**src/rtl/preadd_pkg.sv**
```systemverilog
package preadd_pkg;

    typedef struct packed {
        logic b_sel;
        logic neg_a;
        logic add_d;
        logic zero_a;
        logic pick_a1;
    } mode_t;

    function automatic int unsigned wider(input int unsigned x, input int unsigned y);
        return (x > y) ? x : y;
    endfunction

    function automatic logic code_legal(input logic [3:0] c, input bit d_en);
        logic base;
        logic ext;
        base = (c == 4'b0000) || (c == 4'b0001) || (c == 4'b0010);
        ext  = (c == 4'b0100) || (c == 4'b0101) || (c == 4'b0110) ||
               (c == 4'b1000) || (c == 4'b1001) ||
               (c == 4'b1100) || (c == 4'b1101);
        return base || (d_en && ext);
    endfunction

endpackage

```
**src/rtl/preadd_a_pipe.sv**
```systemverilog
module preadd_a_pipe #(
    parameter int W     = 16,
    parameter int DEPTH = 2
) (
    input  logic                clk,
    input  logic                rst,
    input  logic                ce,
    input  logic signed [W-1:0] a_in,
    output logic signed [W-1:0] a_early,
    output logic signed [W-1:0] a_late
);
    generate
        if (DEPTH == 2) begin : g_two
            logic signed [W-1:0] s1, s2;
            always_ff @(posedge clk) begin
                if (rst) begin
                    s1 <= '0;
                    s2 <= '0;
                end else if (ce) begin
                    s1 <= a_in;
                    s2 <= s1;
                end
            end
            assign a_early = s1;
            assign a_late  = s2;
        end else if (DEPTH == 1) begin : g_one
            logic signed [W-1:0] s1;
            always_ff @(posedge clk) begin
                if (rst)     s1 <= '0;
                else if (ce) s1 <= a_in;
            end
            assign a_early = s1;
            assign a_late  = s1;
        end else begin : g_none
            assign a_early = a_in;
            assign a_late  = a_in;
        end
    endgenerate
endmodule

```
**src/rtl/preadd_b_pipe.sv**
```systemverilog
module preadd_b_pipe #(
    parameter int W = 12
) (
    input  logic         clk,
    input  logic         rst,
    input  logic         ce,
    input  logic [W-1:0] b_in,
    output logic [W-1:0] b_early,
    output logic [W-1:0] b_late
);
    always_ff @(posedge clk) begin
        if (rst) begin
            b_early <= '0;
            b_late  <= '0;
        end else if (ce) begin
            b_early <= b_in;
            b_late  <= b_early;
        end
    end
endmodule

```
**src/rtl/preadd_core.sv**
```systemverilog
module preadd_core #(
    parameter int A_W  = 16,
    parameter int D_W  = 16,
    parameter int P_W  = 17,
    parameter bit D_EN = 1'b1
) (
    input  logic [3:0]            code,
    input  logic signed [A_W-1:0] a_early,
    input  logic signed [A_W-1:0] a_late,
    input  logic signed [D_W-1:0] d_in,
    output logic signed [P_W-1:0] sum,
    output logic                  legal
);
    import preadd_pkg::*;

    logic signed [P_W-1:0] a_ext, a_term, d_term;
    logic signed [A_W-1:0] a_pick;

    always_comb begin
        a_pick = code[0] ? a_early : a_late;
        a_ext  = code[1] ? '0 : {{(P_W-A_W){a_pick[A_W-1]}}, a_pick};
        a_term = code[3] ? -a_ext : a_ext;
        d_term = (D_EN && code[2]) ? {{(P_W-D_W){d_in[D_W-1]}}, d_in} : '0;
        sum    = d_term + a_term;
        legal  = code_legal(code, D_EN);
    end
endmodule

```
**src/rtl/preadd_operand_sel.sv**
```systemverilog
module preadd_operand_sel
    import preadd_pkg::*;
#(
    parameter int A_W     = 16,
    parameter int D_W     = 16,
    parameter int B_W     = 12,
    parameter int A_DEPTH = 2,
    parameter bit D_EN    = 1'b1,
    localparam int P_W    = wider(A_W, D_W) + 1
) (
    input  logic                  clk,
    input  logic                  rst,
    input  logic                  ce,
    input  logic [4:0]            mode,
    input  logic signed [A_W-1:0] a_in,
    input  logic signed [D_W-1:0] d_in,
    input  logic [B_W-1:0]        b_in,
    output logic signed [P_W-1:0] mult_a,
    output logic [B_W-1:0]        mult_b,
    output logic                  mode_err
);
    localparam bit DEPTH_OK = (A_DEPTH >= 0) && (A_DEPTH <= 2);

    mode_t                 m;
    logic signed [A_W-1:0] a_early, a_late;
    logic [B_W-1:0]        b_early, b_late;
    logic signed [P_W-1:0] sum;
    logic                  legal, ok;

    assign m  = mode_t'(mode);
    assign ok = legal && DEPTH_OK;

    preadd_a_pipe #(.W(A_W), .DEPTH(A_DEPTH)) u_apipe (
        .clk(clk), .rst(rst), .ce(ce), .a_in(a_in),
        .a_early(a_early), .a_late(a_late)
    );

    preadd_b_pipe #(.W(B_W)) u_bpipe (
        .clk(clk), .rst(rst), .ce(ce), .b_in(b_in),
        .b_early(b_early), .b_late(b_late)
    );

    preadd_core #(.A_W(A_W), .D_W(D_W), .P_W(P_W), .D_EN(D_EN)) u_core (
        .code(mode[3:0]), .a_early(a_early), .a_late(a_late), .d_in(d_in),
        .sum(sum), .legal(legal)
    );

    always_ff @(posedge clk) begin
        if (rst) begin
            mult_a   <= '0;
            mult_b   <= '0;
            mode_err <= 1'b0;
        end else if (ce) begin
            mult_a   <= ok ? sum : '0;
            mult_b   <= m.b_sel ? b_early : b_late;
            mode_err <= !ok;
        end
    end
endmodule

```
**config.mk**
```make
export PLATFORM = sky130hd
export DESIGN_NAME = preadd_operand_sel
export DESIGN_NICKNAME = d
export VERILOG_FILES = /design/src/rtl/preadd_pkg.sv /design/src/rtl/preadd_a_pipe.sv /design/src/rtl/preadd_b_pipe.sv /design/src/rtl/preadd_core.sv /design/src/rtl/preadd_operand_sel.sv
export SDC_FILE = /design/constraint.sdc
export NUM_CORES = 1
export LEC_CHECK = 0
export BUFFER_PORTS_ARGS = -buffer_cell sky130_fd_sc_hd__buf_2
export CAP_MARGIN = 20
export CORE_MARGIN = 2
export CORE_UTILIZATION = 43
export DETAILED_ROUTE_END_ITERATION = 10
export SLEW_MARGIN = 15
export SYNTH_ARGS = -nofsm -noshare
export SYNTH_HDL_FRONTEND = slang
export SYNTH_SLANG_ARGS = --single-unit
```
**constraint.sdc**
```tcl
create_clock -name clk -period 6.1 [get_ports clk]
set_clock_uncertainty 0.05 [all_clocks]
set_input_delay 1.525 -clock clk [delete_from_list [all_inputs] [get_ports clk]]
set_output_delay 1.525 -clock clk [all_outputs]
set_load 0.01 [all_outputs]
```
After elaboration in Yosys (flattened, before gate mapping)

Index checks and enable logic that the tools add are counted.

Bits in registers: 86
Latch bits: 0
RAM bits: 0
Bits in read-only memories: 0
Bits of input ports: 52
Output and inout port bits: 30
Logic and storage cells: 35
Memories: 0

$add $sub $neg: 2
Multipliers: 0
Div/mod/pow operators: 0
$lt $le $gt $ge: 0
Equal/unequal tests: 9
Shifts and indexed selects: 0
Mux-type cells: 6
Bitwise gates (word level): 0
Reduce and logical (&&, ||, !) cells: 11

Operator list:

| cell               | count |
|---|---|
| $mux 17            | 4 |
| $add 17x17->17     | 1 |
| $neg 17->17        | 1 |
| $eq 4x4->1 const B | 4 |
| $mux 16            | 1 |
| $eq 4x3->1 const B | 3 |
| $mux 12            | 1 |
| $logic_or 1x1->1   | 9 |
| $eq 4x1->1 const B | 1 |
| $eq 4x2->1 const B | 1 |
| $logic_not 4->1    | 1 |
| $logic_not 1->1    | 1 |

Depth between registers and ports, before layout

Gate-level depths: netlist of the first run.

Word-level depth: 9
Gate-level depth with buffers: 19
Mapped depth without buffers: 16

Modules after synthesis

Synthesis of the first run repeated with hierarchy kept, for this count alone.

Cell total of the unflattened synthesis: 544
Area, all modules: 4827.1 um^2

By module, submodules not included:

| module             | times used | cells an instance | area each (um^2) | seq. area each (um^2) |
|---|---|---|---|---|
| preadd_core        | 1          | 232               | 1585.3           | 0.0 |
| preadd_operand_sel | 1          | 132               | 1208.7           | 600.6 |
| preadd_a_pipe      | 1          | 103               | 1163.6           | 640.6 |
| preadd_b_pipe      | 1          | 77                | 869.6            | 480.5 |

Worst setup path before layout of the first run

Ideal clock, no wire load.

Path type: in2reg
Start: in mode[1]
End: reg mult_a[15]
Library setup time: 0.122 ns
Data arrival time: 4.891 ns
Required time: 5.928 ns
Path slack: 1.037 ns
Cell stages on the path: 17
Path buffers: 3
Path through: clkbuf_1 buf_2 buf_1 or2_2 ha_1 o21ai_1 or3_4 o21ai_0 xnor2_1 ha_1 a21o_1 a21oi_1 nor2b_1 a311oi_1 o21ai_0 mux2i_1 a221o_1

Cells in the longest elaborated chain, start to end: 9
Elaborated cells on any way between the ends: 24
Those cells by class: add/sub: 2; eq/ne: 9; mux: 3; reduce/logical: 10

RTL lines:

| item                                                | line                     | source |
|---|---|---|
| start, declared                                     | preadd_operand_sel.sv:14 | `input logic [4:0] mode,` |
| branches (longest 8 deep; another with $neg 17->17) | -                        |  |
| $mux 17 *                                           | preadd_operand_sel.sv:54 | `mult_a <= ok ? sum : '0;` |
| end signal, assigned                                | preadd_operand_sel.sv:54 |  |
| end, declared                                       | preadd_operand_sel.sv:18 | `output logic signed [P_W-1:0] mult_a,` |

Every way passes the cells marked *.
A chain may end at the register's enable or synchronous reset.

Final worst setup path of the first run

Start: in mode[0]
End: reg mult_a[15]

Cells in the longest elaborated chain, start to end: 9
Elaborated cells on any way between the ends: 25
Those cells by class: add/sub: 2; eq/ne: 9; mux: 4; reduce/logical: 10

RTL lines:

| item                                                | line |
|---|---|
| branches (longest 8 deep; another with $neg 17->17) | - |
| $mux 17 *                                           | preadd_operand_sel.sv:54 |

Marks and branches as above.

==> impl_results.md, run 1 <==
* Clk slew on worst S/H paths at ~0.10 ns
* Peak supply drop at 146 uV
* Initial DRC Count at ~210
* DRT Pass-1 Iters at 4
* CTS H-tree lvls at 3
* Via count at 3,726
* Die area at ~11,000 um2
* Synthesized area at 4580 um2
* ANT cells at 0
* CP endpoint kind: flip-flop
* Post-cts resize count at 0
* GRT overflow at 0
* R2r setup slk at roughly 2.5 ns
* Setup TNS at 0 ns
* Die Wd at between 100 and 150 um
* Worst Hold Class: reg2reg
* Count leader, synth: nor2_1
* Synth Area per Inst at ~9.1 um2
* Sequential share of the synthesized area at about 38%
* WL final at slightly above 10,000 um
* Status: complete, no violations
* Start point of the critical path: mode[0]
* Ports at between 80 and 90
* CTS tree: yes
* Leakage at ~2.5 nW
* Worst Max-Slew Pin Slew at approximately 1.0 ns
* DR DRC count at 0
* Hold path depth at 1
* Die height at around 110 um
* CP Max Fanout at 27
* Total GRT Usage at 17.6%
* Ys async rst share at 0%
* Worst Hold End: mult_a[9]$_SDFFE_PP0P_
* Num rows at 37
* Netlist cell types at 52
* Synth top cells by count: nor2_1, dfxtp_1, mux2i_1
* Cell count of the worst reg-to-reg path at 15
* Synth warnings at 0
* Total CTS buffers at 9
* Clock root buffer: clkbuf_8
* Vias/cell at around 5.3
* Yosys top cell area share at about 38%
* Power per standard cell area at ~260 nW/um2
* Endpoints failing hold at 0
* Slew HR at a little over 30%
* F_max at ~0.20 GHz
* Final net count at 637
* Pin count of the biggest net entering global routing at 73
* Yosys top cell by area: dfxtp_1
* RD Place Congestion at 0.876
* Worst EP arrival at roughly 5.3 ns
* Max-Cap Viols at 0
* Critical path launch point type: input pin
* Final max-slew violation count at 0
* Post-CTS Hold Fix Bufs at 0
* Hold wc startpoint: mult_a[9]$_SDFFE_PP0P_
* Share of cells above drive strength 1 at between 10% and 20%
* Area delta synth->final at 15.1%
* RR Startpoint: u_apipe.a_early[0]$_SDFFE_PP0P_
* Initial antenna violation count at 0
* Flops & latches, synth at 86
* Initial Util at about 44%
* Number of synthesized flops with an enable pin at 0
* Most used flip-flop cell after synthesis: dfxtp_1
* Synth top area cells: dfxtp_1, mux2i_1, nor2_1
* Tcrit/Tclk final at between 80% and 90%
* Syn Nets at 573
* Sink Count at 86
* Input/output buffers at 81
* Cells after synthesis at 503
* Setup CP Type: in2reg
* Pwr Total at between 1 and 1.5 mW
* Postcts setup bufs at 0
* Max clock buf depth at 2
* Antenna-violating nets left at 0
* DP Wirelength at ~7000 um
* Global-route wire length before repair at approximately 16,000 um
* Placed Instance Area at 5040 um2
* Worst skew pair latency at roughly 0.35 ns
* Min Tclk post-route at just over 5 ns
* RSZ-0062 raised after global routing: no
* Worst path required time at about 6.3 ns
* Final Cell Area at roughly 5300 um2
* Worst R2R End: mult_a[15]$_SDFFE_PP0P_
* Drt wl/cell at ~14 um
* Number of global-route vias before repair at about 3,300
* # setup viols final at 0
* Core area at 10,300 um2
==> registers in the layout, summed over array words and instances, names as in the netlist <==
register         cells
mult_a              17
u_apipe.a_early     16
u_apipe.a_late      16
mult_b              12
u_bpipe.b_early     12
u_bpipe.b_late      12
mode_err             1
==> power breakdown <==
group	leakage, nW	internal (mW)	switching (mW)
Combinational	1.64	0.121	0.146
Clock	0.117	0.237	0.232
Sequential	0.705	0.593	0.0204
==> logic make-up after synthesis <==
group	synth area share, %
AOI/OAI and AO/OA	13.8
adders and majority gates	5.08
and+or+nand+nor	16.1
buffers and inverters	3.36
xor gates and xnor gates	5.17
DFF	37.6
muxes	18.8
==> critical path, cell delays in order <==
cell and delay, ns:
buf_2 0.50, mux2i_1 0.31, or2_2 0.16, ha_1 0.15, o21ai_1 0.09, or3_4 0.37
o21ai_0 0.21, xnor2_1 0.16, ha_1 0.32, a21o_1 0.22, a21oi_1 0.15, nor2b_1 0.06
a311oi_1 0.46, o21ai_0 0.18, mux2i_1 0.14, a221o_1 0.26
==> metrics by stage <==
| step | utilization, % | hold WS [ns] | std cells | setup WS (ns) |
|---|---|---|---|---|
| after global routing | 51.0 | 0.439 | 708 | 0.736 |
| final | 51.0 | 0.435 | 708 | 1.02 |
| after detailed placement | 48.8 | 0.410 | 692 | 0.650 |
| after CTS | 51.0 | 0.435 | 708 | 1.04 |
| after floorplan | - | 0.410 | 503 | 1.04 |
| after global placement | 48.8 | 0.407 | 692 | 0.796 |
==> cell usage in the layout, fill, tap and decap left out, types with 2 or more instances in the layout <==
master	instances
a211oi_1	16
a21o_1	6
a21oi_1	16
a22o_1	7
a22oi_1	6
a31oi_1	3
a41oi_1	2
and2_1	15
and4_1	2
buf_2	80
buf_4	3
bufinv_16	2
clkbuf_8	9
clkinv_4	2
dfxtp_1	86
ha_1	17
inv_1	6
mux2i_1	85
nand2_1	10
nand2b_1	4
nand3_1	2
nand3b_1	2
nor2_1	106
nor2b_1	5
nor3_1	6
o21a_1	4
o21ai_0	12
o21ai_1	2
o21bai_1	2
or2_2	3
xnor2_1	22
xor2_1	5
==> area by class of cell <==
type / instances / area (um2)
fill: 990 / 5050
multi-input combinational: 381 / 2700
sequential: 86 / 1720
timing repair buffer: 83 / 423
tap: 136 / 170
clock buffer: 9 / 124
clock inverter: 7 / 108
inverter: 6 / 22.5
==> routing by layer <==
metal	up-vias	share of wire (%)	GRT usage, %
li1	1908	-	-
met1	1708	52	26.3
met2	101	42	25.2
met3	9	5.4	3.40
met4	0	1.0	5.57
met5	-	0	0
==> worst max-delay path by stage <==
stage	end	slack, ns	cells past startpoint
global route	mult_a[15]$_SDFFE_PP0P_	0.74	16
finish	mult_a[15]$_SDFFE_PP0P_	1.02	16
CTS	mult_a[15]$_SDFFE_PP0P_	1.04	16
detailed placement	mult_a[15]$_SDFFE_PP0P_	0.65	16
global placement	mult_a[15]$_SDFFE_PP0P_	0.80	16
floorplan	mult_a[15]$_SDFFE_PP0P_	1.04	17
(Power assumes the default switching activity.)
==> inputs of run 2 (changes only) <==
clock period = 5.1 ns   (was 6.1 ns; I/O delays follow)
==> impl_results.md, run 2 (synthesis results as in run 1) <==
* Status: complete, no violations
* RSZ-0062 raised after global routing: no
* Register area at 1720 um2 (unchanged)
* Multi-input gate area at 2700 um2 (unchanged)
* Clk slew on worst S/H paths at 0.10 ns (about the same)
* Input/output buffers at 81 (unchanged)
* Commonest non-fill, non-tap cells in the layout: nor2_1, dfxtp_1, mux2i_1
* Global-route wire length before repair at 16,500 um (+1.4%)
* Power per standard cell area at 290 nW/um2 (+13%)
* Core Util, Final at 51.0% (-0.073 points)
* Post-cts resize count at 0 (unchanged)
* Commonest non-fill, non-tap cell in the layout: nor2_1
* Pwr Total at 1.53 mW (+13%)
* Die height at 107 um (unchanged)
* Core area at 10,300 um2 (unchanged)
* Setup CP Type: in2reg
* Worst EP arrival at 4.69 ns (-0.59 ns)
* Via count at 3,658 (-1.8%)
* Final net count at 641 (+0.63%)
* Total GRT Usage at 17.8% (+0.17 points)
* DP Wirelength at 7310 um (+2.5%)
* Drt wl/cell at 14.1 um (-1.1%)
* GRT overflow at 0 (unchanged)
* Antenna-violating nets left at 0 (unchanged)
* Start point of the critical path: mode[0]
* Share of cells above drive strength 1 at 19.6% (+0.56 points)
* WL final at 10,000 um (-0.38%)
* CP endpoint: mult_a[15]$_SDFFE_PP0P_
* Setup TNS at 0 ns (unchanged)
* F_max at ~0.22 GHz
* # setup viols final at 0 (unchanged)
* Number of fill cells at 994 (+0.40%)
* Max reg flops at 17 (unchanged)
* Initial Util at 44.3% (unchanged)
* Vias/cell at 5.13 (-2.5%)
* R2r setup slk at 1.38 ns (-1.10 ns)
* Initial DRC Count at 162 (-23%)
* Number of global-route vias before repair at 3,432 (+3.3%)
* Slew HR at 52.2% (+21 points)
* Area delta synth->final at 15.0%
* Worst Hold Class: reg2reg
* RD Place Congestion at 0.877 (about the same)
* Endpoints failing hold at 0 (unchanged)
* Postcts setup bufs at 0 (unchanged)
* CP endpoint kind: flip-flop
* Max clock buf depth at 2 (unchanged)
* Num rows at 37 (unchanged)
* Cell count of the worst reg-to-reg path at 13 (-2)
* Die area at 11,500 um2 (unchanged)
* Hold slack at 0.433 ns (-0.00145 ns)
* Worst R2R End: mult_a[15]$_SDFFE_PP0P_
* Top reg by flops: mult_a
* CTS H-tree lvls at 3 (unchanged)
* Hold path depth at 1 (unchanged)
* Die Wd at 107 um (unchanged)
* Worst Max-Slew Pin Slew at 0.717 ns (-0.318 ns)
* Total CTS buffers at 9 (unchanged)
* CP Max Fanout at 21 (-22%)
* Critical path launch point type: input pin
* DR DRC count at 0 (unchanged)
* Worst skew pair latency at 0.35 ns (about the same)
* Leakage at 2.46 nW (-0.11%)
* Max-Cap Viols at 0 (unchanged)
* Pin count of the biggest net entering global routing at 62 (-15%)
* Final max-slew violation count at 0 (unchanged)
* DRT Pass-1 Iters at 4 (unchanged)
* Sink Count at 86 (unchanged)
* Post-CTS Hold Fix Bufs at 0 (unchanged)
* Clock root buffer: clkbuf_8
* Min Tclk post-route at 4.50 ns
* Peak supply drop at 141 uV (-3.3%)
* CTS tree: yes
* Worst path required time at 5.30 ns (-1.00 ns)
* Ports at 82 (unchanged)
* RR Startpoint: u_apipe.a_early[1]$_SDFFE_PP0P_
* Initial antenna violation count at 1 (+1)
* Tcrit/Tclk final at a little under 90%
-- run 2: cell count changes in the layout (fill, tap and decap cells not counted), sizes merged --
cell / previous run / this run
clkbuf: 9 / 11
bufinv: 2 / 0
inv: 7 / 8
buf: 83 / 87
clkinvlp: 0 / 2
diode: 0 / 1
clkinv: 4 / 1
-- run 2: where the power goes --
part / internal [mW] / total [mW] / switching (mW)
logic: 0.147 / 0.322 / 0.175
registers: 0.709 / 0.733 / 0.0243
clock network: 0.209 / 0.472 / 0.264
-- run 2: cell type report --
type / count / share of cell area [%]
sequential: 86 / 32.7
clock buffer: 11 / 2.88
inverter: 6 / 0.428
clock inverter: 5 / 0.761
antenna: 1 / 0.0476
multi-input combinational: 381 / 51.3
tap: 136 / 3.23
timing repair buffer: 87 / 8.61
-- run 2: worst max-delay path, stage by stage --
cell and delay, ns:
buf_2 0.19, buf_4 0.31, nor3_1 0.08, a211oi_1 0.37, o31ai_1 0.16, xnor2_1 0.24, ha_1 0.31, a2111oi_0 0.43
o21ai_0 0.26, a311oi_1 0.47, o21ai_0 0.18, mux2i_1 0.14, a221o_1 0.25
-- run 2: how the worst min path moves through the flow --
stage / start / end
floorplan: u_apipe.a_late[0]$_SDFFE_PP0P_ / u_apipe.a_late[0]$_SDFFE_PP0P_
global placement: mult_a[13]$_SDFFE_PP0P_ / mult_a[13]$_SDFFE_PP0P_
detailed placement: mult_a[16]$_SDFFE_PP0P_ / mult_a[16]$_SDFFE_PP0P_
CTS: mult_a[16]$_SDFFE_PP0P_ / mult_a[16]$_SDFFE_PP0P_
global route: mult_a[13]$_SDFFE_PP0P_ / mult_a[13]$_SDFFE_PP0P_
finish: mult_a[13]$_SDFFE_PP0P_ / mult_a[13]$_SDFFE_PP0P_
-- run 2: layer usage --
metal  routed length, um  up-vias  share of wire [%]  global-route usage (%)
li1                    -     1910                  -                       -
met1                5150     1642                 51                    26.1
met2                4170       97                 42                    25.9
met4                 135        0                1.3                    5.84
met5                   0        -                  0                       0
met3                 556        9                5.5                    3.47
-- run 2: per-stage QoR --
stage	instance area [um2]	cells	setup WS, ns
after floorplan	4580	503	0.287
after global placement	5070	696	0.407
after detailed placement	5070	696	0.215
after CTS	5260	712	0.605
after global routing	5260	712	0.269
final	5260	713	0.603
==> inputs of run 3 (changes only) <==
PLACE_DENSITY = 0.68   (was not set)
==> impl_results.md, run 3 (synthesis results as in run 1) <==
* Commonest non-fill, non-tap cell in the layout: nor2_1
* Core Util, Final at 51.1% (+0.13 points)
* CTS tree: yes
* Worst path required time at 5.30 ns (about the same)
* Clock root buffer: clkbuf_8
* Max-Cap Viols at 0 (unchanged)
* Postcts setup bufs at 0 (unchanged)
* Worst Max-Slew Pin Slew at 0.699 ns (-0.0178 ns)
* Largest stage delay on the critical path at 0.47 ns (about the same)
* RD Place Congestion at 0.859 (-2.0%)
* F_max at 0.223 GHz (+0.36%)
* Status: complete, no violations
* Core area at 10,300 um2 (unchanged)
* Pwr Total at 1.56 mW (+2.1%)
* Initial DRC Count at 191 (+18%)
* Crit path cell chain: buf_2 -> mux2i_1 -> or2_2 -> ha_1 -> o21ai_1 -> o31ai_1 -> xnor2_1 -> ha_1 -> a2111oi_0 -> o21ai_0 -> a311oi_1 -> o21ai_0 -> mux2i_1 -> a221o_1
* Num rows at 37 (unchanged)
* Die height at 107 um (unchanged)
* Final net count at 641 (unchanged)
* Total CTS buffers at 9 (unchanged)
* # setup viols final at 0 (unchanged)
* Area delta synth->final at 15.3%
* Peak supply drop at 137 uV (-2.5%)
* Ports at 82 (unchanged)
* Sink Count at 86 (unchanged)
* Slew HR at 53.3% (+1.1 points)
* Total GRT Usage at 18.3% (+0.51 points)
* Min Tclk post-route at 4.48 ns (-0.0163 ns)
* Worst Hold Class: reg2reg
* Max clock buf depth at 2 (unchanged)
* Top reg by flops: mult_a
* Final max-slew violation count at 0 (unchanged)
* Final Non-Filler Cells at 712 (-0.14%)
* Initial antenna violation count at 1 (unchanged)
* Critical path launch point type: input pin
* Max reg flops at 17 (unchanged)
* CP Max Fanout at 6 (-71%)
* Slowest cell on crit path: a311oi_1
* Via count at 3,718 (+1.6%)
* Drt wl/cell at 14.3 um (+1.5%)
* CP endpoint kind: flip-flop
* GRT overflow at 0 (unchanged)
* RSZ-0062 raised after global routing: no
* Antenna-violating nets left at 0 (unchanged)
* Die Wd at 107 um (unchanged)
* Setup TNS at 0 ns (unchanged)
* Global-route wire length before repair at 16,900 um (+2.3%)
* DP Wirelength at 7510 um (+2.8%)
* DR DRC count at 0 (unchanged)
* Endpoints failing hold at 0 (unchanged)
* Worst skew pair latency at 0.36 ns (about the same)
* Post-CTS Hold Fix Bufs at 0 (unchanged)
* Worst EP arrival at 4.68 ns (about the same)
* Power per standard cell area at 296 nW/um2 (+1.9%)
* CTS H-tree lvls at 3 (unchanged)
* Share of cells above drive strength 1 at 19.6% (unchanged)
* Tcrit/Tclk final at 87.8% (-0.32 points)
* Vias/cell at 5.22 (+1.8%)
* Pin count of the biggest net entering global routing at 69 (+11%)
* Setup CP Type: in2reg
* Input/output buffers at 81 (unchanged)
* Initial Util at 44.3% (unchanged)
* Leakage at 2.47 nW (+0.17%)
* Die area at 11,500 um2 (unchanged)
* Clk slew on worst S/H paths at 0.10 ns (about the same)
* Commonest non-fill, non-tap cells in the layout: nor2_1, dfxtp_1, mux2i_1
* WL final at 10,200 um (+1.4%)
* DRT Pass-1 Iters at 4 (unchanged)
* Placed instance count at 696 (unchanged)
* Post-cts resize count at 0 (unchanged)
* Number of global-route vias before repair at 3,490 (+1.7%)
* ANT cells at 0 (-1)
==> run 3: metrics by stage <==
step | instance area [um2] | setup WS, ns | hold WS (ns)
final | 5280 | 0.620 | 0.433
after floorplan | 4580 | 0.287 | 0.410
after global routing | 5280 | 0.458 | 0.442
after global placement | 5070 | 0.425 | 0.407
after detailed placement | 5070 | 0.265 | 0.409
after CTS | 5280 | 0.642 | 0.434
==> run 3: cell type report <==
type,instances,area [um2]
clock buffers,9,124
clock inverters,7,83.8
fillers,977,5050
inverters,6,22.5
multi-input cells,381,2700
flip-flops and latches,86,1720
well taps,136,170
repair buffers,87,453
==> run 3: report_power, final <==
part	switching [mW]	leakage [nW]	internal [mW]
Sequential	0.0251	0.705	0.709
Combinational	0.176	1.66	0.147
Clock	0.271	0.0986	0.232
==> run 3: final timing paths <==
path	start	endpoint	slack, ns	cells after the start
setup / recovery	mode[0]	mult_a[15]$_SDFFE_PP0P_	0.62	14
hold reg to reg	mult_a[7]$_SDFFE_PP0P_	mult_a[7]$_SDFFE_PP0P_	0.43	1
setup reg to reg	u_apipe.a_early[0]$_SDFFE_PP0P_	mult_a[15]$_SDFFE_PP0P_	1.41	13
hold / removal	mult_a[7]$_SDFFE_PP0P_	mult_a[7]$_SDFFE_PP0P_	0.43	1
==> run 3: critical path: cells and delay by family <==
kind                     cells  cell delay [ns]
AO/OA/AOI/OAI                7             1.98
adder cells (fa/ha/maj)      2             0.47
multiplexers                 2             0.42
XOR/XNOR                     1             0.19
buffers and inverters        1             0.18
AND/OR/NAND/NOR              1             0.16
==> run 3: layer usage <==
| layer | part of all wire [%] | vias to the layer above | track usage, % |
|---|---|---|---|
| met1 | 50 | 1712 | 25.6 |
| met5 | 0 | - | 0 |
| li1 | - | 1908 | - |
| met4 | 1.3 | 0 | 5.38 |
| met2 | 44 | 88 | 27.9 |
| met3 | 4.8 | 10 | 4.26 |
